--- src/rtl/padcfg_pkg.sv ---
package padcfg_pkg;
    localparam int PINS   = 8;
    localparam int AW     = 12;
    localparam int DW     = 32;
    localparam int NPLAIN = 7;

    localparam logic [DW-1:0] UNLOCK_KEY = 32'h0ACC_E551;

    localparam logic [AW-1:0] OFF_ALT    = 12'h420;
    localparam logic [AW-1:0] OFF_LOCK   = 12'h520;
    localparam logic [AW-1:0] OFF_COMMIT = 12'h524;

    // plain register index: 0 drv2, 1 drv4, 2 drv8, 3 odrain, 4 slew, 5 den, 6 ana
    localparam logic [NPLAIN-1:0][AW-1:0] PLAIN_OFF = {
        12'h528, 12'h51C, 12'h518, 12'h50C, 12'h508, 12'h504, 12'h500
    };
    localparam logic [NPLAIN-1:0][PINS-1:0] PLAIN_RST = {
        8'h00, 8'h00, 8'h00, 8'h00, 8'h00, 8'h00, 8'hFF
    };

    typedef struct packed {
        logic            locked;
        logic [PINS-1:0] commit;
        logic [PINS-1:0] alt;
    } guard_st_t;
endpackage

--- src/rtl/padcfg_guard_core.sv ---
module padcfg_guard_core
    import padcfg_pkg::*;
(
    input  logic            clk,
    input  logic            rst_n,
    input  logic            wr,
    input  logic [AW-1:0]   addr,
    input  logic [DW-1:0]   wdata,
    output logic            locked_o,
    output logic [PINS-1:0] commit_o,
    output logic [PINS-1:0] alt_o
);
    localparam guard_st_t RST_ST = '{locked: 1'b1, commit: '1, alt: '0};

    guard_st_t st_d, st_q;

    logic wr_lock, wr_commit, wr_alt;

    always_comb begin
        wr_lock   = wr && (addr == OFF_LOCK);
        wr_commit = wr && (addr == OFF_COMMIT);
        wr_alt    = wr && (addr == OFF_ALT);
        st_d = st_q;
        if (wr_lock) begin
            st_d.locked = (wdata != UNLOCK_KEY);
        end
        if (wr_commit && !st_q.locked) begin
            st_d.commit = wdata[PINS-1:0];
        end
        if (wr_alt) begin
            st_d.alt = (st_q.alt & ~st_q.commit) | (wdata[PINS-1:0] & st_q.commit);
        end
    end

    always_ff @(posedge clk or negedge rst_n) begin
        if (!rst_n) st_q <= RST_ST;
        else        st_q <= st_d;
    end

    assign locked_o = st_q.locked;
    assign commit_o = st_q.commit;
    assign alt_o    = st_q.alt;

    p_key_opens_r2: assert property (@(posedge clk) disable iff (!rst_n)
        (wr && addr == OFF_LOCK && wdata == UNLOCK_KEY) |=> !locked_o);

    p_bad_key_closes_r3: assert property (@(posedge clk) disable iff (!rst_n)
        (wr && addr == OFF_LOCK && wdata != UNLOCK_KEY) |=> locked_o);

    p_commit_guarded_r4: assert property (@(posedge clk) disable iff (!rst_n)
        (locked_o && !(wr && addr == OFF_LOCK)) |=> $stable(commit_o));

    p_lock_persists_r5: assert property (@(posedge clk) disable iff (!rst_n)
        !(wr && addr == OFF_LOCK) |=> $stable(locked_o));

    p_alt_masked_r6: assert property (@(posedge clk) disable iff (!rst_n)
        1'b1 |=> ((alt_o ^ $past(alt_o)) & ~$past(commit_o)) == '0);
endmodule

--- src/rtl/padcfg_plain.sv ---
module padcfg_plain
    import padcfg_pkg::*;
#(
    parameter logic [AW-1:0]   OFFSET = 12'h500,
    parameter logic [PINS-1:0] RSTVAL = '0
) (
    input  logic            clk,
    input  logic            rst_n,
    input  logic            wr,
    input  logic [AW-1:0]   addr,
    input  logic [DW-1:0]   wdata,
    output logic [PINS-1:0] val_o
);
    logic [PINS-1:0] val_d, val_q;

    always_comb begin
        val_d = val_q;
        if (wr && addr == OFFSET) val_d = wdata[PINS-1:0];
    end

    always_ff @(posedge clk or negedge rst_n) begin
        if (!rst_n) val_q <= RSTVAL;
        else        val_q <= val_d;
    end

    assign val_o = val_q;

    p_plain_hold_r7: assert property (@(posedge clk) disable iff (!rst_n)
        !(wr && addr == OFFSET) |=> $stable(val_o));
endmodule

--- src/rtl/padcfg_guard.sv ---
module padcfg_guard
    import padcfg_pkg::*;
(
    input  logic            clk,
    input  logic            rst_n,
    input  logic            bus_wr,
    input  logic [AW-1:0]   bus_addr,
    input  logic [DW-1:0]   bus_wdata,
    output logic [DW-1:0]   bus_rdata,
    output logic [PINS-1:0] alt_sel_o,
    output logic [PINS-1:0] drv2_o,
    output logic [PINS-1:0] drv4_o,
    output logic [PINS-1:0] drv8_o,
    output logic [PINS-1:0] odrain_o,
    output logic [PINS-1:0] slew_o,
    output logic [PINS-1:0] den_o,
    output logic [PINS-1:0] ana_o
);
    logic                  locked;
    logic [PINS-1:0]       commit;
    logic [PINS-1:0]       alt;
    logic [PINS-1:0]       plain_val [NPLAIN];

    padcfg_guard_core u_core (
        .clk      (clk),
        .rst_n    (rst_n),
        .wr       (bus_wr),
        .addr     (bus_addr),
        .wdata    (bus_wdata),
        .locked_o (locked),
        .commit_o (commit),
        .alt_o    (alt)
    );

    for (genvar g = 0; g < NPLAIN; g++) begin : g_plain
        padcfg_plain #(
            .OFFSET (PLAIN_OFF[g]),
            .RSTVAL (PLAIN_RST[g])
        ) u_reg (
            .clk   (clk),
            .rst_n (rst_n),
            .wr    (bus_wr),
            .addr  (bus_addr),
            .wdata (bus_wdata),
            .val_o (plain_val[g])
        );
    end

    always_comb begin
        bus_rdata = '0;
        if (bus_addr == OFF_LOCK)   bus_rdata = DW'(locked);
        if (bus_addr == OFF_COMMIT) bus_rdata = DW'(commit);
        if (bus_addr == OFF_ALT)    bus_rdata = DW'(alt);
        for (int i = 0; i < NPLAIN; i++) begin
            if (bus_addr == PLAIN_OFF[i]) bus_rdata = DW'(plain_val[i]);
        end
    end

    assign alt_sel_o = alt;
    assign drv2_o    = plain_val[0];
    assign drv4_o    = plain_val[1];
    assign drv8_o    = plain_val[2];
    assign odrain_o  = plain_val[3];
    assign slew_o    = plain_val[4];
    assign den_o     = plain_val[5];
    assign ana_o     = plain_val[6];
endmodule

--- config.mk ---
export PLATFORM = sky130hd
export DESIGN_NAME = padcfg_guard
export DESIGN_NICKNAME = d
export VERILOG_FILES = /design/src/rtl/padcfg_pkg.sv /design/src/rtl/padcfg_guard_core.sv /design/src/rtl/padcfg_plain.sv /design/src/rtl/padcfg_guard.sv
export SDC_FILE = /design/constraint.sdc
export NUM_CORES = 1
export LEC_CHECK = 0
export ABC_AREA = 1
export BUFFER_PORTS_ARGS = -buffer_cell sky130_fd_sc_hd__buf_2
export CAP_MARGIN = 20
export CORE_ASPECT_RATIO = 2
export CORE_MARGIN = 2
export CORE_UTILIZATION = 50
export CTS_BUF_LIST = sky130_fd_sc_hd__clkbuf_16
export DETAILED_ROUTE_END_ITERATION = 6
export GPL_TIMING_DRIVEN = 0
export PLACE_DENSITY = 0.83
export SKIP_LAST_GASP = 1
export SLEW_MARGIN = 20
export SYNTH_ARGS = -nofsm -noshare
export SYNTH_HDL_FRONTEND = slang
export SYNTH_SLANG_ARGS = --single-unit
--- constraint.sdc ---
create_clock -name clk -period 1.81 [get_ports clk]
set_input_delay 0.181 -clock clk [delete_from_list [all_inputs] [get_ports clk]]
set_output_delay 0.181 -clock clk [all_outputs]
set_load 0.005 [all_outputs]
---- Yosys cells after proc, flatten, opt, wreduce, memory -nomap -nowiden ----
Cells that the tools add are included.
word-level totals
  logic and storage cells ................. 47
  output and inout bits ................... 96
  input port bits ......................... 47
  register bits ........................... 73
cells by class
  reduce and logical (&&, ||, !) cells .... 12
  equality and inequality tests ........... 11
  mux-type cells .......................... 10
  bitwise logic cells ..................... 4
operators with widths
  kind                                                    count
  2-to-1 mux 32 bit                                       9
  equality test 12 x 11 -> 1 bit (second input constant)  10
  != test 32 x 28 -> 1 bit (second input constant)        1
  bitwise AND 8 bit                                       2
  logical AND 1 bit                                       11
  inverter 8 bit                                          1
  OR 8 bit                                                1
  logical NOT 1 bit                                       1
  2-to-1 mux 1 bit                                        1

---- Logic depth before layout (Yosys ltp) ----
Gate-level depths: netlist (run 1).
  depth in word-level cells ............... 11
  mapped depth ............................ 16
  gate-level depth less buffers ........... 16

---- Cells and area by module ----
Synthesis (run 1) repeated with hierarchy kept, for this count alone.
second synthesis, totals
  cells, all modules ...................... 750
  area, all modules ....................... 5336.4 um^2
by module, submodules not included
  module                               seq. area each (um^2)  area an instance (um^2)  times used  cells each
  padcfg_guard                         0.0                    1320.0                   1           265
  padcfg_guard_core                    436.7                  1124.8                   1           166
  padcfg_plain (g_plain[1].u_reg ...)  200.2                  411.6                    2           45
  padcfg_plain (g_plain[4].u_reg ...)  200.2                  410.4                    2           46
  padcfg_plain (g_plain[0].u_reg)      210.2                  425.4                    1           46
  padcfg_plain (g_plain[5].u_reg)      200.2                  414.1                    1           46
  padcfg_plain (g_plain[3].u_reg)      200.2                  407.9                    1           45

---- Worst setup path before layout (run 1) ----
OpenSTA, ideal clock, no wires.
  path kind ............................... in2out
  from .................................... input bus_addr[7]
  to ...................................... output bus_rdata[6]
  stages .................................. 9
  arrival ................................. 1.248 ns
  data required time ...................... 1.629 ns
  path buffers ............................ 0
  path slack .............................. 0.381 ns
  cells stage by stage .................... nor2_4 -> nand2_4 -> nor3_4 -> nand2_2 -> nand3_1 -> a21oi_1 -> nand4_1 -> a21oi_1 -> a21oi_1
between the ends
  cells in the longest elaborated chain, start to end .. 10
  elaborated cells between the ends (all ways) .. 18
ends and longest elaborated chain
  item                            RTL line            RTL
  start: declaration              padcfg_guard.sv:7   input logic [AW-1:0] bus_addr,
  equality test 12 x 11 -> 1 bit  padcfg_guard.sv:52  if (bus_addr == OFF_COMMIT) bus_rdata = DW'(commit);
  2-to-1 mux 32 bit               padcfg_guard.sv:52
  2-to-1 mux 32 bit               padcfg_guard.sv:53  if (bus_addr == OFF_ALT) bus_rdata = DW'(alt);
  2-to-1 mux 32 bit (6 in a row)  padcfg_guard.sv:55  if (bus_addr == PLAIN_OFF[i]) bus_rdata = DW'(plain_val[i]);
  2-to-1 mux 32 bit *             padcfg_guard.sv:55
  end: declaration                padcfg_guard.sv:9   output logic [DW-1:0] bus_rdata,
Every way passes the cells marked *; elsewhere a longest branch is shown, timed or not.

---- Worst setup path after layout (run 1) ----
  from .................................... input bus_addr[3]
  to ...................................... output bus_rdata[5]
The elaborated chain is that of the path after synthesis.

==> results of run 1 <==
stage by stage:
| step | instances | worst slack, ps | power, mW | util [%] | cell area, um2 |
|---|---|---|---|---|---|
| 2_1_floorplan | 482 | 381 | 1.79 | - | 3920 |
| 3_3_place_gp | 693 | -138 | 1.89 | 61.7 | 4620 |
| 3_5_place_dp | 694 | -175 | 1.91 | 62.1 | 4650 |
| 4_1_cts | 715 | -75.0 | 3.42 | 66.6 | 4990 |
| 5_1_grt | 734 | -220 | 3.54 | 70.9 | 5310 |
| 6_report | 734 | -98.9 | 3.44 | 70.9 | 5310 |
cells by family after synthesis:
kind of cell / count (synthesis) / synth area share (%)
AND/OR/NAND/NOR: 219 / 27.6
AO/OA/AOI/OAI: 97 / 14.1
flip-flops: 73 / 48.3
buffers and inverters: 69 / 9.90
other: 1 / 0.0979
placed cells by master (no fill, tap or decap), drive strengths merged, types with 11 or more instances in the layout:
master  instances
buf           174
nand2         161
o21ai          78
dfrtp          56
inv            41
conb           24
nor2           22
dfstp          17
a21oi          13
nand3          11
final cells by class:
| class | count | area, um2 | share of cell area, % |
|---|---|---|---|
| tap | 94 | 118 | 2.21 |
| sequential | 73 | 1850 | 34.8 |
| inverter | 36 | 148 | 2.78 |
| clock inverter | 7 | 27.5 | 0.518 |
| timing repair buffer | 142 | 846 | 15.9 |
| buffer | 33 | 244 | 4.59 |
| multi-input combinational | 340 | 1860 | 34.9 |
| clock buffer | 9 | 225 | 4.24 |
repair_timing:
item,in CTS,in global routing
endpoints found under the hold margin,13,0
hold buffers,1,0
setup buffers,4,19
pin swaps,4,26
endpoints found under the setup margin,8,8
gates resized for setup,13,44
report_power, final:
part | switching (mW) | internal [mW]
Clock | 0.623 | 0.894
Sequential | 0.00537 | 1.64
Combinational | 0.163 | 0.112
worst register-to-register path: cells and delay by family (launching register included):
| family | cells | cell delay (ps) |
|---|---|---|
| buf+inv | 2 | 230 |
| compound gates | 1 | 60 |
| simple gates | 2 | 190 |
| flops | 1 | 520 |
layer usage:
metal | up-vias | global-route usage (%) | wire, um
met1 | 1857 | 33.4 | 4340
li1 | 1808 | - | -
met3 | 29 | 4.74 | 941
met5 | - | 0 | 0
met4 | 0 | 11.8 | 315
met2 | 222 | 44.2 | 6140
how the worst max path moves through the flow:
stage / from / end / slack [ps] / cells after the start
floorplan: bus_addr[7] / bus_rdata[6] / 380 / 9
global placement: bus_addr[1] / bus_rdata[6] / -140 / 9
detailed placement: bus_addr[1] / bus_rdata[6] / -180 / 9
CTS: u_core.commit_o[5] / bus_rdata[5] / -70 / 13
global route: u_core.commit_o[5] / bus_rdata[5] / -220 / 13
finish: bus_addr[3] / bus_rdata[5] / -100 / 12
==> run_summary.xml, run 1 <==
<?xml version="1.0" encoding="UTF-8"?>
<metrics>
  <group name="logic_synthesis">
    <metric name="yosys.cell_types.count" unit="">34</metric>
    <metric name="synth_area_leader_cell" unit="">sky130_fd_sc_hd__dfrtp_1</metric>
    <metric name="netlist_top_cells_area" unit="">sky130_fd_sc_hd__dfrtp_1 37%, sky130_fd_sc_hd__nand2_1 15%, sky130_fd_sc_hd__dfstp_2 12%</metric>
    <metric name="netlist_area" unit="mm2">0.00383</metric>
    <metric name="number_of_enable_flip_flop_cells_after_synthesis" unit="">0</metric>
    <metric name="part_of_the_yosys_area_used_for_sequential_elements" unit="%">48.3</metric>
    <metric name="ys_dominant_reg_cell" unit="">sky130_fd_sc_hd__dfrtp_1</metric>
    <metric name="postSynth.asyncResetShare" unit="%">100</metric>
    <metric name="synth_top_area_share" unit="%">36.6</metric>
    <metric name="ys_ff_latch" unit="">73</metric>
    <metric name="ys_top_cells_by_count" unit="">153 x sky130_fd_sc_hd__nand2_1, 56 x sky130_fd_sc_hd__dfrtp_1, 55 x sky130_fd_sc_hd__o21ai_0, 31 x sky130_fd_sc_hd__inv_1, 24 x sky130_fd_sc_hd__buf_4</metric>
    <metric name="number_of_cells_produced_by_synthesis" unit="">459</metric>
    <metric name="synthMostInstantiatedCell" unit="">sky130_fd_sc_hd__nand2_1</metric>
    <metric name="post_synth.cell_area_avg" unit="um2">8.34</metric>
    <metric name="synthesis.yosys.warnings" unit="">0</metric>
  </group>
  <group name="setup_path">
    <metric name="timing.rr.start" unit="">u_core.locked_o</metric>
    <metric name="crit_path_top_delay_cell" unit="">sky130_fd_sc_hd__nor3_4</metric>
    <metric name="worstSetupPathType" unit="">in2out</metric>
    <metric name="cpLargestDelayFamily" unit="">simple AND/OR/NAND/NOR gates</metric>
    <metric name="critPathBufInv" unit="">6</metric>
    <metric name="timing.critical_path.fanout_max" unit="">8</metric>
    <metric name="rr_endpoint" unit="">u_core.commit_o[6]</metric>
    <metric name="worstSetupEndpointType" unit="">output port</metric>
    <metric name="reg2reg_depth" unit="">5</metric>
    <metric name="timing.reg2reg.setup_slack" unit="ps">750</metric>
    <metric name="ordered_list_of_cells_on_the_worst_path" unit="">buf_2 -&gt; inv_2 -&gt; nor3_4 -&gt; nand2_2 -&gt; nor2_4 -&gt; inv_4 -&gt; nor2_4 -&gt; inv_1 -&gt; nand2_1 -&gt; inv_1 -&gt; a21oi_2 -&gt; buf_2</metric>
    <metric name="worst_setup_start_kind" unit="">primary input</metric>
    <metric name="critPathMaxStageDelay" unit="ps">250</metric>
    <metric name="timing.critical_path.required" unit="ps">1630</metric>
    <metric name="cp_data_arrival_time" unit="ps">1730</metric>
  </group>
  <group name="die">
    <metric name="core-area" unit="mm2">0.00749</metric>
    <metric name="floorplan.io_pins" unit="">143</metric>
    <metric name="die_w" unit="um">65.9</metric>
    <metric name="design.die.area" unit="mm2">0.00842</metric>
    <metric name="initial_standard_cell_utilization_of_the_core" unit="%">51.1</metric>
    <metric name="die_height" unit="um">128</metric>
    <metric name="number_of_rows_created_at_floorplan" unit="">45</metric>
  </group>
  <group name="worst_hold_path">
    <metric name="timing.hold.worst_path_depth" unit="">5</metric>
    <metric name="worst_hold_startpoint" unit="">bus_wdata[26]</metric>
    <metric name="whs_endpoint" unit="">u_core.locked_o</metric>
    <metric name="worstHoldPathType" unit="">in2reg</metric>
  </group>
  <group name="sta">
    <metric name="setup_violation_total_in_the_final_timing_report" unit="">3</metric>
    <metric name="rsz0062_at_grt" unit="">yes</metric>
    <metric name="setup-tns-final" unit="ps">-212</metric>
    <metric name="fin_crit" unit="ps">1910</metric>
    <metric name="clock_skew" unit="ps">1.90</metric>
    <metric name="achievable-frequency" unit="MHz">524</metric>
    <metric name="finalMaxSlewViolations" unit="">0</metric>
    <metric name="finalHoldViolCount" unit="">0</metric>
    <metric name="post-route-period-util" unit="%">105</metric>
    <metric name="timing.final.ws_setup" unit="ps">-98.9</metric>
    <metric name="fin_worst_hold_slack" unit="ps">180</metric>
  </group>
  <group name="final_layout">
    <metric name="fillerInstances" unit="">592</metric>
    <metric name="num-nets-final" unit="">682</metric>
    <metric name="diodes" unit="">0</metric>
    <metric name="final_layout_size_suffix_gt1_share" unit="%">42.7</metric>
    <metric name="area.growth.synth_to_final" unit="%">38.7</metric>
  </group>
  <group name="clock_tree">
    <metric name="clock-sinks" unit="">73</metric>
    <metric name="cts.path.max_buffers" unit="">2</metric>
    <metric name="cts_made_buffers" unit="">9</metric>
    <metric name="cts.root.buffer_cell" unit="">sky130_fd_sc_hd__clkbuf_16</metric>
    <metric name="clkTransAtPathRegs" unit="ps">50</metric>
    <metric name="tritoncts" unit="">built</metric>
    <metric name="h-tree-depth" unit="">3</metric>
    <metric name="clock_latency_reported_for_the_late_side_of_the_worst_skew_pair" unit="ps">330</metric>
  </group>
  <group name="global_routing">
    <metric name="grt_start_max_net_pins" unit="">61</metric>
    <metric name="grt_antenna_before_repair" unit="">0</metric>
    <metric name="gr-usage-all-layers" unit="%">26.6</metric>
    <metric name="first_global_vias" unit="">3579</metric>
    <metric name="grt_overflow" unit="">0</metric>
    <metric name="grt_pass1_wl" unit="mm">17.0</metric>
  </group>
  <group name="placed_design">
    <metric name="hpwlAfterDp" unit="mm">7.80</metric>
    <metric name="place_congestion" unit="">0.830</metric>
    <metric name="portbufs" unit="">117</metric>
  </group>
  <group name="drt">
    <metric name="drt_iter0_markers" unit="">317</metric>
    <metric name="route.detailed.drc" unit="">0</metric>
    <metric name="antenna_violating_nets_post_route" unit="">0</metric>
    <metric name="via_total_after_detailed_routing" unit="">3916</metric>
    <metric name="firstDrtPassIters" unit="">7</metric>
    <metric name="route.detailed.vias_per_inst" unit="">5.34</metric>
    <metric name="wl_per_cell" unit="um">16.0</metric>
    <metric name="wl" unit="mm">11.7</metric>
  </group>
  <group name="outcome">
    <metric name="violations" unit="">setup timing</metric>
    <metric name="outcome" unit="">complete, but fails checks</metric>
  </group>
  <group name="run">
    <metric name="maxCapViolCount" unit="">0</metric>
  </group>
  <group name="pwr">
    <metric name="cellPowerDensity" unit="mW/mm2">647</metric>
    <metric name="power.static_leakage" unit="nW">2.87</metric>
    <metric name="vdd_ir_drop_max" unit="mV">0.623</metric>
  </group>
</metrics>
Power figures use the tool's default switching activity.
==> run 2, diff against run 1 <==
--- a/config.mk
+++ b/config.mk
@@ -5,12 +5,12 @@
 export SDC_FILE = /design/constraint.sdc
 export NUM_CORES = 1
 export LEC_CHECK = 0
-export ABC_AREA = 1
+export ABC_AREA = 0
 export BUFFER_PORTS_ARGS = -buffer_cell sky130_fd_sc_hd__buf_2
 export CAP_MARGIN = 20
 export CORE_ASPECT_RATIO = 2
 export CORE_MARGIN = 2
-export CORE_UTILIZATION = 50
+export CORE_UTILIZATION = 51
 export CTS_BUF_LIST = sky130_fd_sc_hd__clkbuf_16
 export DETAILED_ROUTE_END_ITERATION = 6
 export GPL_TIMING_DRIVEN = 0
==> run 2 against run 1 <==
  * The run still ends with setup timing left
  * Cell count down 14%
  * Non-clock buffer count rose by 1
  * Worst setup slack worse by 280 ps
  * Clock skew up 3.4 ps
  * Critical path depth decreased by 6
  * Sequential power barely moved
  * Synthesized cell count decreased by 20%
  * Die area grew 6.5%
  * Critical path type is now reg2out
  * Critical endpoint unchanged
==> run_summary.xml, run 2 <==
<?xml version="1.0" encoding="UTF-8"?>
<metrics>
  <group name="outcome">
    <metric name="outcome" unit="">complete, but fails checks</metric>
    <metric name="violations" unit="">setup timing</metric>
  </group>
  <group name="logic_synthesis">
    <metric name="synth_area_leader_cell" unit="">sky130_fd_sc_hd__dfrtp_1</metric>
    <metric name="netlist_area" unit="mm2">0.00417</metric>
    <metric name="ys_dominant_reg_cell" unit="">sky130_fd_sc_hd__dfrtp_1</metric>
    <metric name="netlist_top_cells_area" unit="">sky130_fd_sc_hd__dfrtp_1 34%, sky130_fd_sc_hd__mux2_2 18%, sky130_fd_sc_hd__dfstp_2 11%</metric>
    <metric name="synthesis.yosys.warnings" unit="">0</metric>
    <metric name="synthMostInstantiatedCell" unit="">sky130_fd_sc_hd__mux2_2</metric>
    <metric name="ys_ff_latch" unit="">73</metric>
    <metric name="synth_top_area_share" unit="%">33.6</metric>
    <metric name="part_of_the_yosys_area_used_for_sequential_elements" unit="%">44.3</metric>
    <metric name="ys_top_cells_by_count" unit="">68 x sky130_fd_sc_hd__mux2_2, 56 x sky130_fd_sc_hd__dfrtp_1, 26 x sky130_fd_sc_hd__buf_4, 25 x sky130_fd_sc_hd__nand2_1, 17 x sky130_fd_sc_hd__dfstp_2</metric>
    <metric name="yosys.cell_types.count" unit="">66</metric>
    <metric name="postSynth.asyncResetShare" unit="%">100</metric>
    <metric name="number_of_enable_flip_flop_cells_after_synthesis" unit="">0</metric>
    <metric name="post_synth.cell_area_avg" unit="um2">11.3</metric>
    <metric name="number_of_cells_produced_by_synthesis" unit="">368</metric>
  </group>
  <group name="clock_tree">
    <metric name="h-tree-depth" unit="">3</metric>
    <metric name="clock_latency_reported_for_the_late_side_of_the_worst_skew_pair" unit="ps">340</metric>
    <metric name="tritoncts" unit="">built</metric>
    <metric name="clock-sinks" unit="">73</metric>
    <metric name="cts.root.buffer_cell" unit="">sky130_fd_sc_hd__clkbuf_16</metric>
    <metric name="clkTransAtPathRegs" unit="ps">60</metric>
    <metric name="cts.path.max_buffers" unit="">2</metric>
    <metric name="cts_made_buffers" unit="">9</metric>
  </group>
  <group name="die">
    <metric name="die_w" unit="um">68.0</metric>
    <metric name="number_of_rows_created_at_floorplan" unit="">46</metric>
    <metric name="die_height" unit="um">132</metric>
    <metric name="core-area" unit="mm2">0.00794</metric>
    <metric name="initial_standard_cell_utilization_of_the_core" unit="%">52.5</metric>
    <metric name="floorplan.io_pins" unit="">143</metric>
    <metric name="design.die.area" unit="mm2">0.00897</metric>
  </group>
  <group name="global_routing">
    <metric name="grt_overflow" unit="">0</metric>
    <metric name="gr-usage-all-layers" unit="%">30.3</metric>
    <metric name="grt_pass1_wl" unit="mm">20.0</metric>
    <metric name="first_global_vias" unit="">3811</metric>
    <metric name="grt_start_max_net_pins" unit="">57</metric>
    <metric name="grt_antenna_before_repair" unit="">0</metric>
  </group>
  <group name="pwr">
    <metric name="vdd_ir_drop_max" unit="mV">0.943</metric>
    <metric name="switching_share" unit="%">23.9</metric>
    <metric name="power.share.clock" unit="%">45.9</metric>
    <metric name="combPwrFrac" unit="%">10.3</metric>
    <metric name="power.static_leakage" unit="nW">2.98</metric>
    <metric name="p_switching" unit="uW">900</metric>
    <metric name="power.share.sequential" unit="%">43.8</metric>
    <metric name="cellPowerDensity" unit="mW/mm2">649</metric>
    <metric name="total_power" unit="mW">3.76</metric>
    <metric name="power.internal" unit="mW">2.86</metric>
  </group>
  <group name="drt">
    <metric name="route.detailed.drc" unit="">0</metric>
    <metric name="wl_per_cell" unit="um">21.6</metric>
    <metric name="met3_wire_length" unit="mm">1.07</metric>
    <metric name="firstDrtPassIters" unit="">7</metric>
    <metric name="via_total_after_detailed_routing" unit="">3866</metric>
    <metric name="route.detailed.vias_per_inst" unit="">6.12</metric>
    <metric name="wl_met1" unit="mm">4.38</metric>
    <metric name="top_layer_used" unit="">met4</metric>
    <metric name="drt_iter0_markers" unit="">251</metric>
    <metric name="antenna_violating_nets_post_route" unit="">0</metric>
    <metric name="wl" unit="mm">13.7</metric>
    <metric name="routed-wl-met2" unit="mm">7.42</metric>
  </group>
  <group name="setup_path">
    <metric name="timing.reg2reg.setup_slack" unit="ps">470</metric>
    <metric name="worstSetupEndpointType" unit="">output port</metric>
    <metric name="cp_data_arrival_time" unit="ps">2010</metric>
    <metric name="timing.rr.start" unit="">u_core.locked_o</metric>
    <metric name="timing.critical_path.required" unit="ps">1630</metric>
    <metric name="rr_endpoint" unit="">u_core.commit_o[7]</metric>
    <metric name="worstSetupPathType" unit="">reg2out</metric>
    <metric name="reg2reg_depth" unit="">3</metric>
    <metric name="worst_setup_start_kind" unit="">register</metric>
    <metric name="timing.critical_path.fanout_max" unit="">3</metric>
  </group>
  <group name="final_layout">
    <metric name="num-nets-final" unit="">578</metric>
    <metric name="final_layout_size_suffix_gt1_share" unit="%">59.3</metric>
    <metric name="most-common-layout-cells" unit="">98 x sky130_fd_sc_hd__buf_2, 67 x sky130_fd_sc_hd__mux2_2, 56 x sky130_fd_sc_hd__dfrtp_1</metric>
    <metric name="diodes" unit="">0</metric>
    <metric name="layout.cells.most_common" unit="">sky130_fd_sc_hd__buf_2</metric>
    <metric name="area.growth.synth_to_final" unit="%">38.9</metric>
  </group>
  <group name="sta">
    <metric name="timing.final.ws_setup" unit="ps">-377</metric>
    <metric name="achievable-frequency" unit="MHz">457</metric>
    <metric name="fin_worst_hold_slack" unit="ps">256</metric>
    <metric name="tightestPinTransition" unit="ps">660</metric>
    <metric name="finalMaxSlewViolations" unit="">0</metric>
    <metric name="setup_violation_total_in_the_final_timing_report" unit="">8</metric>
    <metric name="post-route-period-util" unit="%">121</metric>
    <metric name="rsz0062_at_grt" unit="">yes</metric>
    <metric name="fin_crit" unit="ps">2190</metric>
    <metric name="slew_hr" unit="%">56.0</metric>
    <metric name="clock_skew" unit="ps">5.35</metric>
    <metric name="finalHoldViolCount" unit="">0</metric>
  </group>
  <group name="placed_design">
    <metric name="place_congestion" unit="">0.881</metric>
    <metric name="portbufs" unit="">106</metric>
    <metric name="hpwlAfterDp" unit="mm">9.50</metric>
  </group>
  <group name="worst_hold_path">
    <metric name="worstHoldPathType" unit="">in2async</metric>
  </group>
  <group name="run">
    <metric name="maxCapViolCount" unit="">0</metric>
  </group>
</metrics>
[run 2: cell types whose count changed after synthesis, sizes merged, moves of 7 or more]
cell    before  now
nand2      161   26
mux2         0   75
o21ai       78   11
inv         36    2
nor2        22   10
o22ai        0    9
clkbuf       0    8
nor3b        0    8
a21oi       13    6
[run 2: stage by stage]
step                util, %  setup TNS, ps  instance area, um2  worst slack [ps]  cells
CTS                    70.2          -1390                5570              -311    628
finish                 73.0          -2040                5790              -377    632
global placement       62.0         -22190                4920              -720    593
floorplan                 -              0                4270              17.9    391
global route           73.0          -2270                5790              -394    632
detailed placement     62.4         -22370                4950              -703    594
[run 2: worst max-delay path by stage]
stage / from / to / slack [ps]
detailed placement: bus_addr[8] / bus_rdata[7] / -700
CTS: u_core.commit_o[0] / bus_rdata[0] / -310
global placement: bus_addr[8] / bus_rdata[5] / -720
floorplan: bus_addr[4] / bus_rdata[5] / 20
global route: g_plain[3].u_reg.val_o[5] / bus_rdata[5] / -390
finish: g_plain[3].u_reg.val_o[5] / bus_rdata[5] / -380
[run 2: final cells by class]
type	instances	area, um2
Buffer	46	317
Clock buffer	9	225
Clock inverter	7	61.3
Fill cell	570	2150
Inverter	2	7.51
Multi-Input combinational cell	269	2400
Sequential cell	73	1850
Tap cell	96	120
Timing Repair Buffer	130	813
[run 2: kinds of logic (layout without fill, tap and decap cells)]
logic type,Yosys count,count (layout),share of synthesized area [%]
AOI/OAI and AO/OA,59,59,9.99
buffers and inverters,49,194,7.14
DFF,73,73,44.3
muxes,80,80,21.7
other,1,24,0.0899
and+or+nand+nor,106,106,16.8
[run 2: per-layer routing]
metal / vias to the layer above / global-route usage (%)
met4: 0 / 16.6
met3: 67 / 5.55
li1: 1662 / -
met1: 1867 / 32.3
met5: - / 0
met2: 270 / 53.4
[run 2: critical path, stage by stage, from the launching register on]
cell	delay, ps
sky130_fd_sc_hd__dfrtp_1	410
sky130_fd_sc_hd__or3b_2	450
sky130_fd_sc_hd__o21ai_0	170
sky130_fd_sc_hd__nand3_1	160
sky130_fd_sc_hd__a221oi_2	270
sky130_fd_sc_hd__a21oi_2	80
sky130_fd_sc_hd__buf_2	130
[run 2: repair_timing]
action / 4_1_cts / 5_1_grt
hold buffers: 1 / 0
gates resized for setup: 46 / 46
pin swaps: 18 / 17
setup endpoints to repair: 24 / 24
buffers inserted: 17 / 5
hold endpoints to repair: 17 / 0
[run 2: power by group through the flow]
| stage | Combinational (mW) | Clock (mW) | Sequential (mW) |
|---|---|---|---|
| floorplan | 0.163 | 0 | 1.67 |
| detailed placement | 0.301 | 0 | 1.68 |
| CTS | 0.347 | 1.73 | 1.65 |
| finish | 0.387 | 1.72 | 1.65 |
| global route | 0.416 | 1.82 | 1.65 |
| global placement | 0.288 | 0 | 1.68 |
==> run 3, diff against run 2 <==
--- a/config.mk
+++ b/config.mk
@@ -9,7 +9,6 @@
 export BUFFER_PORTS_ARGS = -buffer_cell sky130_fd_sc_hd__buf_2
 export CAP_MARGIN = 20
 export CORE_ASPECT_RATIO = 2
-export CORE_MARGIN = 2
 export CORE_UTILIZATION = 51
 export CTS_BUF_LIST = sky130_fd_sc_hd__clkbuf_16
 export DETAILED_ROUTE_END_ITERATION = 6
==> run 3 against run 2 <==
  * The flow still finishes with violations (setup timing)
  * Wire length down 4.4%
  * Hold slack better by 1.7 ps
  * Worst setup slack better by 52 ps
  * Critical path depth unchanged
  * Register-to-register slack better by 30 ps
  * Maximum frequency up 2.4%
  * Power up 3.2%
  * Die area down 4.4%
  * First-iteration DRC count down 8.4%
  * Flip-flop and latch count unchanged
  * Sequential share of layout area up 0.55 points
  * Highest routed layer unchanged
==> run_summary.xml, run 3 (synthesis results as in run 2) <==
<?xml version="1.0" encoding="UTF-8"?>
<metrics>
  <group name="drt">
    <metric name="via_total_after_detailed_routing" unit="">3778</metric>
    <metric name="drt_iter0_markers" unit="">230</metric>
    <metric name="wl" unit="mm">13.1</metric>
    <metric name="wl_per_cell" unit="um">20.6</metric>
    <metric name="antenna_violating_nets_post_route" unit="">0</metric>
    <metric name="route.detailed.vias_per_inst" unit="">5.97</metric>
    <metric name="route.detailed.drc" unit="">0</metric>
    <metric name="firstDrtPassIters" unit="">5</metric>
  </group>
  <group name="die">
    <metric name="die_w" unit="um">66.0</metric>
    <metric name="core-area" unit="mm2">0.00794</metric>
    <metric name="die_height" unit="um">130</metric>
    <metric name="floorplan.io_pins" unit="">143</metric>
    <metric name="design.die.area" unit="mm2">0.00857</metric>
    <metric name="number_of_rows_created_at_floorplan" unit="">46</metric>
    <metric name="initial_standard_cell_utilization_of_the_core" unit="%">52.5</metric>
  </group>
  <group name="final_layout">
    <metric name="multi_input_comb_area" unit="mm2">0.00231</metric>
    <metric name="final_layout_size_suffix_gt1_share" unit="%">57.4</metric>
    <metric name="finish.cell_count_without_fillers" unit="">633</metric>
    <metric name="num-nets-final" unit="">579</metric>
    <metric name="finalInstanceArea" unit="mm2">0.00570</metric>
    <metric name="layout.cells.most_common" unit="">sky130_fd_sc_hd__buf_2</metric>
    <metric name="fillerInstances" unit="">569</metric>
    <metric name="most-common-layout-cells" unit="">102 x sky130_fd_sc_hd__buf_2, 67 x sky130_fd_sc_hd__mux2_2, 56 x sky130_fd_sc_hd__dfrtp_1</metric>
    <metric name="register_area" unit="mm2">0.00185</metric>
    <metric name="diodes" unit="">0</metric>
    <metric name="area.growth.synth_to_final" unit="%">36.5</metric>
  </group>
  <group name="placed_design">
    <metric name="portbufs" unit="">106</metric>
    <metric name="hpwlAfterDp" unit="mm">9.57</metric>
    <metric name="place_congestion" unit="">0.899</metric>
    <metric name="post-place-ws" unit="ps">-699</metric>
    <metric name="placed_cell_area" unit="mm2">0.00494</metric>
    <metric name="placed_instance_count" unit="">594</metric>
  </group>
  <group name="outcome">
    <metric name="outcome" unit="">complete, but fails checks</metric>
    <metric name="violations" unit="">setup timing</metric>
  </group>
  <group name="setup_path">
    <metric name="rr_endpoint" unit="">u_core.commit_o[6]</metric>
    <metric name="reg2reg_depth" unit="">3</metric>
    <metric name="crit_path_top_delay_cell" unit="">sky130_fd_sc_hd__dfstp_2</metric>
    <metric name="ordered_list_of_cells_on_the_worst_path" unit="">mux2_4 -&gt; a22oi_1 -&gt; or4_4 -&gt; a32oi_1 -&gt; a21o_1 -&gt; buf_2</metric>
    <metric name="worst_setup_start_kind" unit="">register</metric>
    <metric name="timing.critical_path.required" unit="ps">1630</metric>
    <metric name="worst_setup_path_endpoint" unit="">bus_rdata[0]</metric>
    <metric name="timing.critical_path.from" unit="">u_core.commit_o[0]</metric>
    <metric name="worstSetupPathType" unit="">reg2out</metric>
    <metric name="timing.reg2reg.setup_slack" unit="ps">500</metric>
    <metric name="cp_data_arrival_time" unit="ps">1950</metric>
    <metric name="timing.rr.start" unit="">u_core.locked_o</metric>
    <metric name="critPathMaxStageDelay" unit="ps">530</metric>
    <metric name="timing.critical_path.fanout_max" unit="">2</metric>
    <metric name="worstSetupEndpointType" unit="">output port</metric>
  </group>
  <group name="clock_tree">
    <metric name="clkTransAtPathRegs" unit="ps">60</metric>
    <metric name="cts.root.buffer_cell" unit="">sky130_fd_sc_hd__clkbuf_16</metric>
    <metric name="cts.path.max_buffers" unit="">2</metric>
    <metric name="cts_made_buffers" unit="">9</metric>
    <metric name="tritoncts" unit="">built</metric>
    <metric name="clock_latency_reported_for_the_late_side_of_the_worst_skew_pair" unit="ps">340</metric>
    <metric name="h-tree-depth" unit="">3</metric>
    <metric name="clock-sinks" unit="">73</metric>
  </group>
  <group name="sta">
    <metric name="setup_violation_total_in_the_final_timing_report" unit="">8</metric>
    <metric name="fin_crit" unit="ps">2140</metric>
    <metric name="timing.final.ws_setup" unit="ps">-325</metric>
    <metric name="tightestPinTransition" unit="ps">600</metric>
    <metric name="rsz0062_at_grt" unit="">yes</metric>
    <metric name="fin_worst_hold_slack" unit="ps">258</metric>
    <metric name="finalHoldViolCount" unit="">0</metric>
    <metric name="post-route-period-util" unit="%">118</metric>
    <metric name="finalMaxSlewViolations" unit="">0</metric>
    <metric name="slew_hr" unit="%">60.0</metric>
    <metric name="achievable-frequency" unit="MHz">468</metric>
    <metric name="clock_skew" unit="ps">3.27</metric>
  </group>
  <group name="global_routing">
    <metric name="grt_antenna_before_repair" unit="">0</metric>
    <metric name="gr-usage-all-layers" unit="%">31.5</metric>
    <metric name="grt_start_max_net_pins" unit="">42</metric>
    <metric name="grt_pass1_wl" unit="mm">19.6</metric>
    <metric name="grt_overflow" unit="">0</metric>
    <metric name="first_global_vias" unit="">3698</metric>
  </group>
  <group name="pwr">
    <metric name="cellPowerDensity" unit="mW/mm2">681</metric>
    <metric name="vdd_ir_drop_max" unit="mV">0.627</metric>
    <metric name="power.static_leakage" unit="nW">2.95</metric>
  </group>
  <group name="worst_hold_path">
    <metric name="worstHoldPathType" unit="">in2reg</metric>
  </group>
  <group name="run">
    <metric name="maxCapViolCount" unit="">0</metric>
  </group>
</metrics>
## run 3: cell count changes in the layout (fill, tap and decap cells not counted), sizes merged
cell	previous run	this run
buf	166	168
bufinv	1	2
clkbuf	18	17
clkinv	3	4
clkinvlp	1	0
inv	4	3
## run 3: worst min path at each step
stage	startpoint	endpoint	cells past startpoint
2_1_floorplan	rst_n	async pin	0
3_3_place_gp	u_core.locked_o	u_core.locked_o	2
3_5_place_dp	rst_n	async pin	1
4_1_cts	bus_addr[4]	u_core.locked_o	4
5_1_grt	bus_wdata[6]	register	2
6_report	bus_wdata[6]	register	2
## run 3: repair_timing
item,in CTS,in global routing
hold endpoints to repair,20,0
gates resized for setup,40,25
setup buffers,15,8
hold buffers,1,0
pin swaps,11,15
endpoints found under the setup margin,32,16
## run 3: through the flow
step / utilization, % / setup TNS (ps) / power (mW)
after floorplan: - / 0 / 1.84
after global placement: 62.0 / -20540 / 1.96
after detailed placement: 62.3 / -23240 / 1.97
after CTS: 70.0 / -1640 / 3.87
after global routing: 71.7 / -1860 / 3.98
final: 71.7 / -1360 / 3.88
## run 3: metal layers
metal | track usage, % | wire [um] | part of all wire (%)
met1 | 32.1 | 4320 | 33
met2 | 57.6 | 7280 | 56
met3 | 5.68 | 799 | 6.1
met4 | 19.4 | 661 | 5.1
met5 | 0 | 0 | 0
## run 3: layout make-up
| class | count | area share [%] |
|---|---|---|
| multi-input cells | 269 | 40.6 |
| flip-flops and latches | 73 | 32.4 |
| repair buffers | 131 | 13.3 |
| plain buffers | 46 | 5.89 |
| clock buffers | 9 | 3.95 |
| well taps | 96 | 2.11 |
| clock inverters | 7 | 1.52 |
| inverters | 2 | 0.132 |
## run 3: worst max-delay path: cells and delay by family, from the launching register on
family / cells / cell delay (ps)
muxes: 1 / 140
DFF: 1 / 530
AOI/OAI and AO/OA: 3 / 410
and+or+nand+nor: 1 / 430
buffers and inverters: 1 / 110
## run 3: report_power, final
part	switching, mW	internal (mW)
Sequential	0.00567	1.64
Clock	0.670	1.19
Combinational	0.212	0.157
